File: config.mk
export PLATFORM = sky130hd
export DESIGN_NAME = seg_addr_gen
export DESIGN_NICKNAME = d
export VERILOG_FILES = /design/src/rtl/sag_pkg.sv /design/src/rtl/sag_offset.sv /design/src/rtl/sag_override.sv /design/src/rtl/sag_phys.sv /design/src/rtl/seg_addr_gen.sv
export SDC_FILE = /design/constraint.sdc
export NUM_CORES = 1
export LEC_CHECK = 0
export BUFFER_PORTS_ARGS = -buffer_cell sky130_fd_sc_hd__buf_4
export CORE_MARGIN = 8
export CORE_UTILIZATION = 53
export CTS_BUF_LIST = sky130_fd_sc_hd__clkbuf_8
export CTS_CLUSTER_SIZE = 8
export DETAILED_ROUTE_END_ITERATION = 10
export PLACE_DENSITY_LB_ADDON = 0.05
export SLEW_MARGIN = 20
export SYNTH_ARGS = -nofsm -noshare
export SYNTH_HDL_FRONTEND = slang
export SYNTH_HIERARCHICAL = 1
export SYNTH_SLANG_ARGS = --single-unit
File: constraint.sdc
create_clock -name clk -period 1.7 [get_ports clk]
set_input_delay 0.255 -clock clk [delete_from_list [all_inputs] [get_ports clk]]
set_output_delay 0.255 -clock clk [all_outputs]
set_load 0.05 [all_outputs]
File: src/rtl/sag_pkg.sv
package sag_pkg;

  typedef enum logic [2:0] {
    SEG_ES = 3'd0,
    SEG_CS = 3'd1,
    SEG_SS = 3'd2,
    SEG_DS = 3'd3,
    SEG_FS = 3'd4,
    SEG_GS = 3'd5
  } seg_id_e;

  localparam logic [1:0] BASE_BX = 2'b01;
  localparam logic [1:0] BASE_BP = 2'b10;
  localparam logic [1:0] IDX_SI  = 2'b01;
  localparam logic [1:0] IDX_DI  = 2'b10;
  localparam int         SHORT_DISP_W = 8;

  // True when a segment code names a register that exists in this build.
  function automatic logic seg_code_ok(input logic [2:0] code, input bit ext);
    return (code <= 3'd3) || (ext && ((code == 3'd4) || (code == 3'd5)));
  endfunction

endpackage

File: src/rtl/sag_offset.sv
module sag_offset
  import sag_pkg::*;
#(
  parameter int OFS_W  = 16,
  parameter int WIDE_W = 32
) (
  input  logic [1:0]        base_sel,
  input  logic [WIDE_W-1:0] base_val,
  input  logic [1:0]        idx_sel,
  input  logic [WIDE_W-1:0] idx_val,
  input  logic [OFS_W-1:0]  disp,
  input  logic              disp_short,
  input  logic              wide,
  output logic [OFS_W-1:0]  ofs,
  output logic              over_range
);

  localparam int HI_W = WIDE_W - OFS_W;

  logic [WIDE_W-1:0] base_term;
  logic [WIDE_W-1:0] idx_term;
  logic [WIDE_W-1:0] disp_term;
  logic [WIDE_W-1:0] sum;

  always_comb begin
    base_term = ((base_sel == BASE_BX) || (base_sel == BASE_BP)) ? base_val : '0;
    idx_term  = ((idx_sel == IDX_SI) || (idx_sel == IDX_DI)) ? idx_val : '0;
    if (disp_short) begin
      disp_term = {{(WIDE_W-SHORT_DISP_W){disp[SHORT_DISP_W-1]}}, disp[SHORT_DISP_W-1:0]};
    end else begin
      disp_term = {{(WIDE_W-OFS_W){disp[OFS_W-1]}}, disp};
    end
    // Low bits of the wide sum are the modulo-2^OFS_W narrow sum.
    sum        = base_term + idx_term + disp_term;
    ofs        = sum[OFS_W-1:0];
    over_range = wide && (sum[WIDE_W-1:OFS_W] != {HI_W{1'b0}});
  end

endmodule

File: src/rtl/sag_override.sv
module sag_override
  import sag_pkg::*;
#(
  parameter bit EXT_SEGS = 1'b1
) (
  input  logic       clk,
  input  logic       rst_n,
  input  logic       ovr_stb,
  input  logic [2:0] ovr_code,
  input  logic       insn_end,
  input  logic       uses_bp,
  output logic [2:0] seg_pick,
  output logic       ovr_illegal
);

  logic       act_q, act_d;
  logic [2:0] code_q, code_d;
  logic       ill_q, ill_d;
  logic       legal;

  always_comb begin
    legal  = seg_code_ok(ovr_code, EXT_SEGS);
    act_d  = act_q;
    code_d = code_q;
    ill_d  = ovr_stb && !legal;
    if (insn_end) begin
      act_d = 1'b0;
    end
    if (ovr_stb && legal) begin
      act_d  = 1'b1;
      code_d = ovr_code;
    end
  end

  always_ff @(posedge clk or negedge rst_n) begin
    if (!rst_n) begin
      act_q  <= 1'b0;
      code_q <= 3'd0;
      ill_q  <= 1'b0;
    end else begin
      act_q  <= act_d;
      code_q <= code_d;
      ill_q  <= ill_d;
    end
  end

  always_comb begin
    if (act_q) begin
      seg_pick = code_q;
    end else if (uses_bp) begin
      seg_pick = SEG_SS;
    end else begin
      seg_pick = SEG_DS;
    end
  end

  assign ovr_illegal = ill_q;

  assert_ovr_cleared_R4: assert property (@(posedge clk) disable iff (!rst_n)
    (insn_end && !ovr_stb) |=> !act_q);
  assert_ovr_taken_R4: assert property (@(posedge clk) disable iff (!rst_n)
    (ovr_stb && seg_code_ok(ovr_code, EXT_SEGS)) |=> (act_q && (code_q == $past(ovr_code))));
  assert_latch_legal_R5: assert property (@(posedge clk) disable iff (!rst_n)
    act_q |-> seg_code_ok(code_q, EXT_SEGS));
  assert_illegal_follows_stb_R5: assert property (@(posedge clk) disable iff (!rst_n)
    ovr_illegal |-> $past(ovr_stb));

endmodule

File: src/rtl/sag_phys.sv
module sag_phys #(
  parameter int SEG_W     = 16,
  parameter int OFS_W     = 16,
  parameter int SEG_SHIFT = 4
) (
  input  logic [SEG_W-1:0]           seg_val,
  input  logic [OFS_W-1:0]           ofs,
  output logic [SEG_W+SEG_SHIFT-1:0] pa
);

  localparam int PA_W = SEG_W + SEG_SHIFT;

  logic [PA_W-1:0] seg_base;
  logic [PA_W-1:0] ofs_ext;

  always_comb begin
    seg_base = {seg_val, {SEG_SHIFT{1'b0}}};
    ofs_ext  = PA_W'(ofs);
    pa       = seg_base + ofs_ext;
  end

endmodule

File: src/rtl/seg_addr_gen.sv
module seg_addr_gen
  import sag_pkg::*;
#(
  parameter int OFS_W     = 16,
  parameter int SEG_W     = 16,
  parameter int SEG_SHIFT = 4,
  parameter int WIDE_W    = 32,
  parameter bit EXT_SEGS  = 1'b1
) (
  input  logic                       clk,
  input  logic                       rst_n,
  input  logic                       req_vld,
  input  logic                       req_wide,
  input  logic [1:0]                 base_sel,
  input  logic [WIDE_W-1:0]          base_val,
  input  logic [1:0]                 idx_sel,
  input  logic [WIDE_W-1:0]          idx_val,
  input  logic [OFS_W-1:0]           disp,
  input  logic                       disp_short,
  input  logic [SEG_W-1:0]           seg_es,
  input  logic [SEG_W-1:0]           seg_cs,
  input  logic [SEG_W-1:0]           seg_ss,
  input  logic [SEG_W-1:0]           seg_ds,
  input  logic [SEG_W-1:0]           seg_fs,
  input  logic [SEG_W-1:0]           seg_gs,
  input  logic                       ovr_stb,
  input  logic [2:0]                 ovr_code,
  input  logic                       insn_end,
  output logic [OFS_W-1:0]           ea_ofs,
  output logic [2:0]                 seg_id,
  output logic [SEG_W+SEG_SHIFT-1:0] pa,
  output logic                       pa_vld,
  output logic                       gp_fault,
  output logic                       ovr_illegal
);

  localparam int PA_W     = SEG_W + SEG_SHIFT;
  localparam int N_CODES  = 8;
  localparam int SYNC_LEN = 2;

  // Reset: asserted at once, released after SYNC_LEN clock edges.
  logic [SYNC_LEN-1:0] rst_sync_q;
  logic                rst_i_n;

  always_ff @(posedge clk or negedge rst_n) begin
    if (!rst_n) begin
      rst_sync_q <= '0;
    end else begin
      rst_sync_q <= {rst_sync_q[SYNC_LEN-2:0], 1'b1};
    end
  end
  assign rst_i_n = rst_sync_q[SYNC_LEN-1];

  // Segment table indexed by code.
  logic [SEG_W-1:0] seg_tab [N_CODES];
  assign seg_tab[SEG_ES] = seg_es;
  assign seg_tab[SEG_CS] = seg_cs;
  assign seg_tab[SEG_SS] = seg_ss;
  assign seg_tab[SEG_DS] = seg_ds;
  assign seg_tab[6]      = '0;
  assign seg_tab[7]      = '0;
  generate
    if (EXT_SEGS) begin : g_ext
      assign seg_tab[SEG_FS] = seg_fs;
      assign seg_tab[SEG_GS] = seg_gs;
    end else begin : g_noext
      logic [2*SEG_W-1:0] unused_ext;
      assign unused_ext      = {seg_fs, seg_gs};
      assign seg_tab[SEG_FS] = '0;
      assign seg_tab[SEG_GS] = '0;
    end
  endgenerate

  logic [OFS_W-1:0] ofs_w;
  logic             over_range;
  logic [2:0]       seg_pick;
  logic [PA_W-1:0]  pa_w;

  sag_offset #(.OFS_W(OFS_W), .WIDE_W(WIDE_W)) u_offset (
    .base_sel   (base_sel),
    .base_val   (base_val),
    .idx_sel    (idx_sel),
    .idx_val    (idx_val),
    .disp       (disp),
    .disp_short (disp_short),
    .wide       (req_wide),
    .ofs        (ofs_w),
    .over_range (over_range)
  );

  sag_override #(.EXT_SEGS(EXT_SEGS)) u_override (
    .clk         (clk),
    .rst_n       (rst_i_n),
    .ovr_stb     (ovr_stb),
    .ovr_code    (ovr_code),
    .insn_end    (insn_end),
    .uses_bp     (base_sel == BASE_BP),
    .seg_pick    (seg_pick),
    .ovr_illegal (ovr_illegal)
  );

  sag_phys #(.SEG_W(SEG_W), .OFS_W(OFS_W), .SEG_SHIFT(SEG_SHIFT)) u_phys (
    .seg_val (seg_tab[seg_pick]),
    .ofs     (ofs_w),
    .pa      (pa_w)
  );

  // Output registers.
  logic [OFS_W-1:0] ofs_q, ofs_d;
  logic [2:0]       seg_q, seg_d;
  logic [PA_W-1:0]  pa_q, pa_d;
  logic             vld_q, vld_d;
  logic             flt_q, flt_d;
  logic             load_en;

  always_comb begin
    load_en = req_vld && !over_range;
    vld_d   = load_en;
    flt_d   = req_vld && over_range;
    ofs_d   = ofs_q;
    seg_d   = seg_q;
    pa_d    = pa_q;
    if (load_en) begin
      ofs_d = ofs_w;
      seg_d = seg_pick;
      pa_d  = pa_w;
    end
  end

  always_ff @(posedge clk or negedge rst_i_n) begin
    if (!rst_i_n) begin
      ofs_q <= '0;
      seg_q <= 3'd0;
      pa_q  <= '0;
      vld_q <= 1'b0;
      flt_q <= 1'b0;
    end else begin
      ofs_q <= ofs_d;
      seg_q <= seg_d;
      pa_q  <= pa_d;
      vld_q <= vld_d;
      flt_q <= flt_d;
    end
  end

  assign ea_ofs   = ofs_q;
  assign seg_id   = seg_q;
  assign pa       = pa_q;
  assign pa_vld   = vld_q;
  assign gp_fault = flt_q;

  assert_vld_excl_fault_R7: assert property (@(posedge clk) disable iff (!rst_i_n)
    !(pa_vld && gp_fault));
  assert_fault_only_wide_R7: assert property (@(posedge clk) disable iff (!rst_i_n)
    gp_fault |-> $past(req_vld && req_wide));
  assert_hold_on_fault_R7: assert property (@(posedge clk) disable iff (!rst_i_n)
    gp_fault |-> ($stable(pa) && $stable(ea_ofs)));
  assert_vld_after_req_R8: assert property (@(posedge clk) disable iff (!rst_i_n)
    pa_vld |-> $past(req_vld));
  assert_seg_code_legal_R3: assert property (@(posedge clk) disable iff (!rst_i_n)
    pa_vld |-> seg_code_ok(seg_id, EXT_SEGS));

endmodule

==> reports/results.tsv <==
stage	metric	value	unit
run_status	run status	complete, but fails checks	
run_status	failing checks	negative setup slack	
global_route	vias in the first global route	7991	
flow_run	maxcap violations	0	
logic_synthesis	EDFF count, synth	0	
global_route	global route overflow	0	
floorplanning	Starting Density	54.2	%
placement	RePlAce Congestion	0.943	
sta	Max Clock Skew	7.91	ps
worst_setup_path	Setup crit start kind	input pin	
drt	WL final	29400	µm
pwr	Int Power	7.38	mW
pwr	VDD IR max	0.790	mV
sta	PnR worst setup slack	-2880	ps
worst_setup_path	CP dominant cell by count	buf_4	
layout	Layout area overhead	64.3	%
worst_setup_path	r2r setup slk	-1930	ps
clocking	CTS sink cnt	48	
clocking	clk buf depth	2	
clocking	worst skew pair latency	310	ps
worst_setup_path	Crit path required time	1910	ps
worst_setup_path	CP Cell Sequence	buf_4 -> xor2_4 -> buf_4 -> and2_1 -> fa_1 -> ha_4 -> a21oi_4 -> and2_1 -> nor2_1 -> nor2_2 -> o21ai_0 -> nor2_1 -> nor2_2 -> ha_1 -> a211o_1 -> a31oi_2 -> nor3_2 -> buf_4 -> nor4b_4 -> or4_1 -> mux2_4	
layout	ant diodes	0	
pwr	Sequential Power Share	13.3	%
clocking	H-tree depth	2	
sta	Fmax	218	MHz
sta	Final Max Tran Viols	0	
logic_synthesis	Mapped Cells	695	
sta	relative slew slack	65.1	%
floorplanning	Core Box Area	0.0120	mm²
drt	DRC Markers	0	
placement	Post-Place Cell Area	0.00957	mm²
layout	layout cell share with drive strength beyond 1	52.7	%
global_route	initial antenna violation count	0	
hold_path	min-delay worst type	in2reg	
drt	Vias	7719	
pwr	Psw	7.40	mW
sta	Hold Vio Cnt, Final	0	
global_route	largest net degree at the start of global routing	28	
drt	router iterations before antenna repair	5	
sta	final hold slack	169	ps
pwr	PD cells	1390	mW/mm²
sta	Post-Route Setup TNS	-109920	ps
logic_synthesis	Synth cell types	85	
logic_synthesis	Ys Warns	6	
global_route	first-pass GRT wire length	39700	µm
sta	RSZ-0062 raised after global routing	true	
worst_setup_path	Reg-to-Reg Start	u_override/act_q	
worst_setup_path	FF-to-FF path depth	13	
logic_synthesis	Top FF cell, synth	dfrtp_1	
layout	Finished Core Util	89.1	%
floorplanning	Core Rows	40	
clocking	total CTS buffers	5	
floorplanning	Total Die Area	0.0160	mm²
logic_synthesis	synth top area cells	dfrtp_1 (19%), fa_1 (10%), ha_1 (8.1%)	
logic_synthesis	cell taking the most area after synthesis	dfrtp_1	
layout	design area	0.0107	mm²
logic_synthesis	Yosys reg bits	48	
worst_setup_path	max incr delay on CP	470	ps
pwr	Pleak	5.35	nW
floorplanning	Chip Width	127	µm
sta	final cycle utilization of the critical path	269	%
worst_setup_path	Reg2Reg Capture Point	pa[19]	
layout	Fill cells	559	
clocking	clock-pin slew on the worst setup and hold paths	100	ps
drt	wire per inst	23.9	µm
floorplanning	die height	127	µm
layout	fin nets	1349	
drt	via/cell ratio	6.27	
worst_setup_path	slowest CP cell	fa_1	
placement	DPL Wire Length	19200	µm
worst_setup_path	origin of the worst setup path	idx_sel[1]	
sta	slew of the pin with the lowest slew margin	524	ps
pwr	Gate power share	81.6	%
drt	Final ANT Viol Nets	0	
clocking	Root Buffer	clkbuf_8	
logic_synthesis	syn_area_per_cell	9.33	µm²
logic_synthesis	synthesized area	0.00649	mm²
global_route	GRT Overall Usage	30.5	%
pwr	Clk pwr share	5.1	%
worst_setup_path	WS Path Type	in2reg	
worst_setup_path	Worst Path Arrival	4790	ps
worst_setup_path	CP endpoint	pa[19]	
floorplanning	# IOs	232	
clocking	CTS tree	done	
logic_synthesis	Synth async-reset ratio	100	%
logic_synthesis	post-synth top area share	18.5	%
drt	Iter 0 DRT Violations	700	
sta	Final setup violation count	41	
worst_setup_path	Max Fanout on Critical Path	6	
sta	Final Critical Period	4580	ps
logic_synthesis	net count after synthesis	960	
logic_synthesis	sequential area share after synthesis	18.5	%
pwr	Sw Ratio	50.1	%
worst_setup_path	Worst Setup End Kind	flip-flop	
placement	IO Port Bufs	231	
-- layer usage --
layer	track usage, %	up-vias	share of wire [%]
li1	-	3282	-
met1	30.3	3625	33
met2	58.4	594	50
met3	5.95	218	9.3
met4	16.1	0	7.7
met5	0	-	0
-- cells in the mapped netlist (5+ instances only) --
cell,n
a21oi_1,42
o21bai_1,5
buf_2,5
buf_6,10
nand2b_1,12
a21oi_2,5
nand2_1,54
o21ai_1,12
dfrtp_1,48
a21o_1,16
o32a_1,16
and2_1,50
xor2_1,9
ha_1,42
xnor2_1,24
nor2_1,23
mux2_2,36
fa_1,33
inv_1,36
nor2b_1,5
a31oi_1,7
nand3_1,12
o21ai_0,19
and3_1,6
mux2i_1,52
buf_4,11
nand4_1,7
clkbuf_1,10
-- registers in the layout, indices dropped and copies added, names as in the netlist --
name and count:
gp_fault 1, pa_vld 1, rst_sync_q 2, u_override/act_q 1
ea_ofs 16, u_override/code_q 3, u_override/ovr_illegal 1, pa 20
seg_id 3
-- cells in the final DEF (no fill, tap or decap), types with 11 or more instances in the layout --
cell type  synthesis  layout
o21ai_0           19      13
and2_1            50      47
fa_1              33      31
o32a_1            16      16
nand3_1           12      11
buf_4             11     394
a21o_1            16      16
mux2_4             1      40
nor2_1            23      20
dfrtp_1           48      47
o21ai_1           12      15
mux2i_1           52      51
inv_1             36      33
ha_1              42      25
ha_4               0      15
a21oi_1           42      34
nand2_1           54      49
xnor2_1           24      18
nand2b_1          12      12
-- layout make-up --
class	count	area [µm²]	share of cell area [%]
Multi-Input combinational cell	572	5570	52.3
Timing Repair Buffer	421	3460	32.5
Sequential cell	48	1200	11.3
Tap cell	147	184	1.73
Inverter	36	139	1.30
Clock buffer	6	82.6	0.775
Clock inverter	2	11.3	0.106
-- through the flow --
| step | power [mW] | instances | worst slack, ps |
|---|---|---|---|
| final | 14.8 | 1232 | -2880 |
| after detailed placement | 11.9 | 1200 | -3110 |
| after CTS | 13.4 | 1225 | -2490 |
| after global placement | 11.5 | 1200 | -2960 |
| after floorplan | 8.14 | 695 | -2680 |
| after global routing | 15.3 | 1232 | -3160 |
-- critical path, delay by kind of cell --
kind / cells / cell delay, ps
compound gates: 4 / 910
fa+ha+maj: 3 / 1030
xor+xnor: 1 / 300
buf+inv: 3 / 460
simple gates: 9 / 1550
mux: 1 / 270
-- power groups by stage --
stage / sequential, mW / clock, mW / combinational (mW)
final: 1.97 / 0.749 / 12.1
after global routing: 2.01 / 0.784 / 12.5
after CTS: 1.91 / 0.734 / 10.8
after detailed placement: 1.92 / 0 / 9.94
after global placement: 1.89 / 0 / 9.63
after floorplan: 3.40 / 0 / 4.74
-- cell families after synthesis --
family	Yosys count	share of synthesized area (%)
simple gates	192	15.9
compound gates	177	20.5
mux	93	15.2
fa+ha+maj	75	18.3
buf+inv	75	6.75
flops	48	18.5
xor+xnor	34	4.80
other cells	1	0.0578
-- timing repair --
action	in CTS	in global routing
setup buffers	12	3
cloned	4	4
pin swaps	42	8
gates resized for setup	77	52
endpoints found under the setup margin	41	41
hold buffers	1	0
endpoints found under the hold margin	2	0
-- how the worst min path moves through the flow --
| stage | from | end | slack [ps] | depth (start not counted) |
|---|---|---|---|---|
| final | ovr_code[0] | u_override/code_q[0] | 170 | 2 |
| after global routing | ovr_code[0] | u_override/code_q[0] | 170 | 2 |
| after detailed placement | rst_n | rst_sync_q[0] | 40 | 1 |
| after floorplan | rst_n | rst_sync_q[0] | -40 | 0 |
| after global placement | rst_n | rst_sync_q[0] | 40 | 1 |
| after CTS | ovr_code[0] | u_override/code_q[0] | 170 | 2 |
Note: power is estimated with default switching activity, not from simulation.
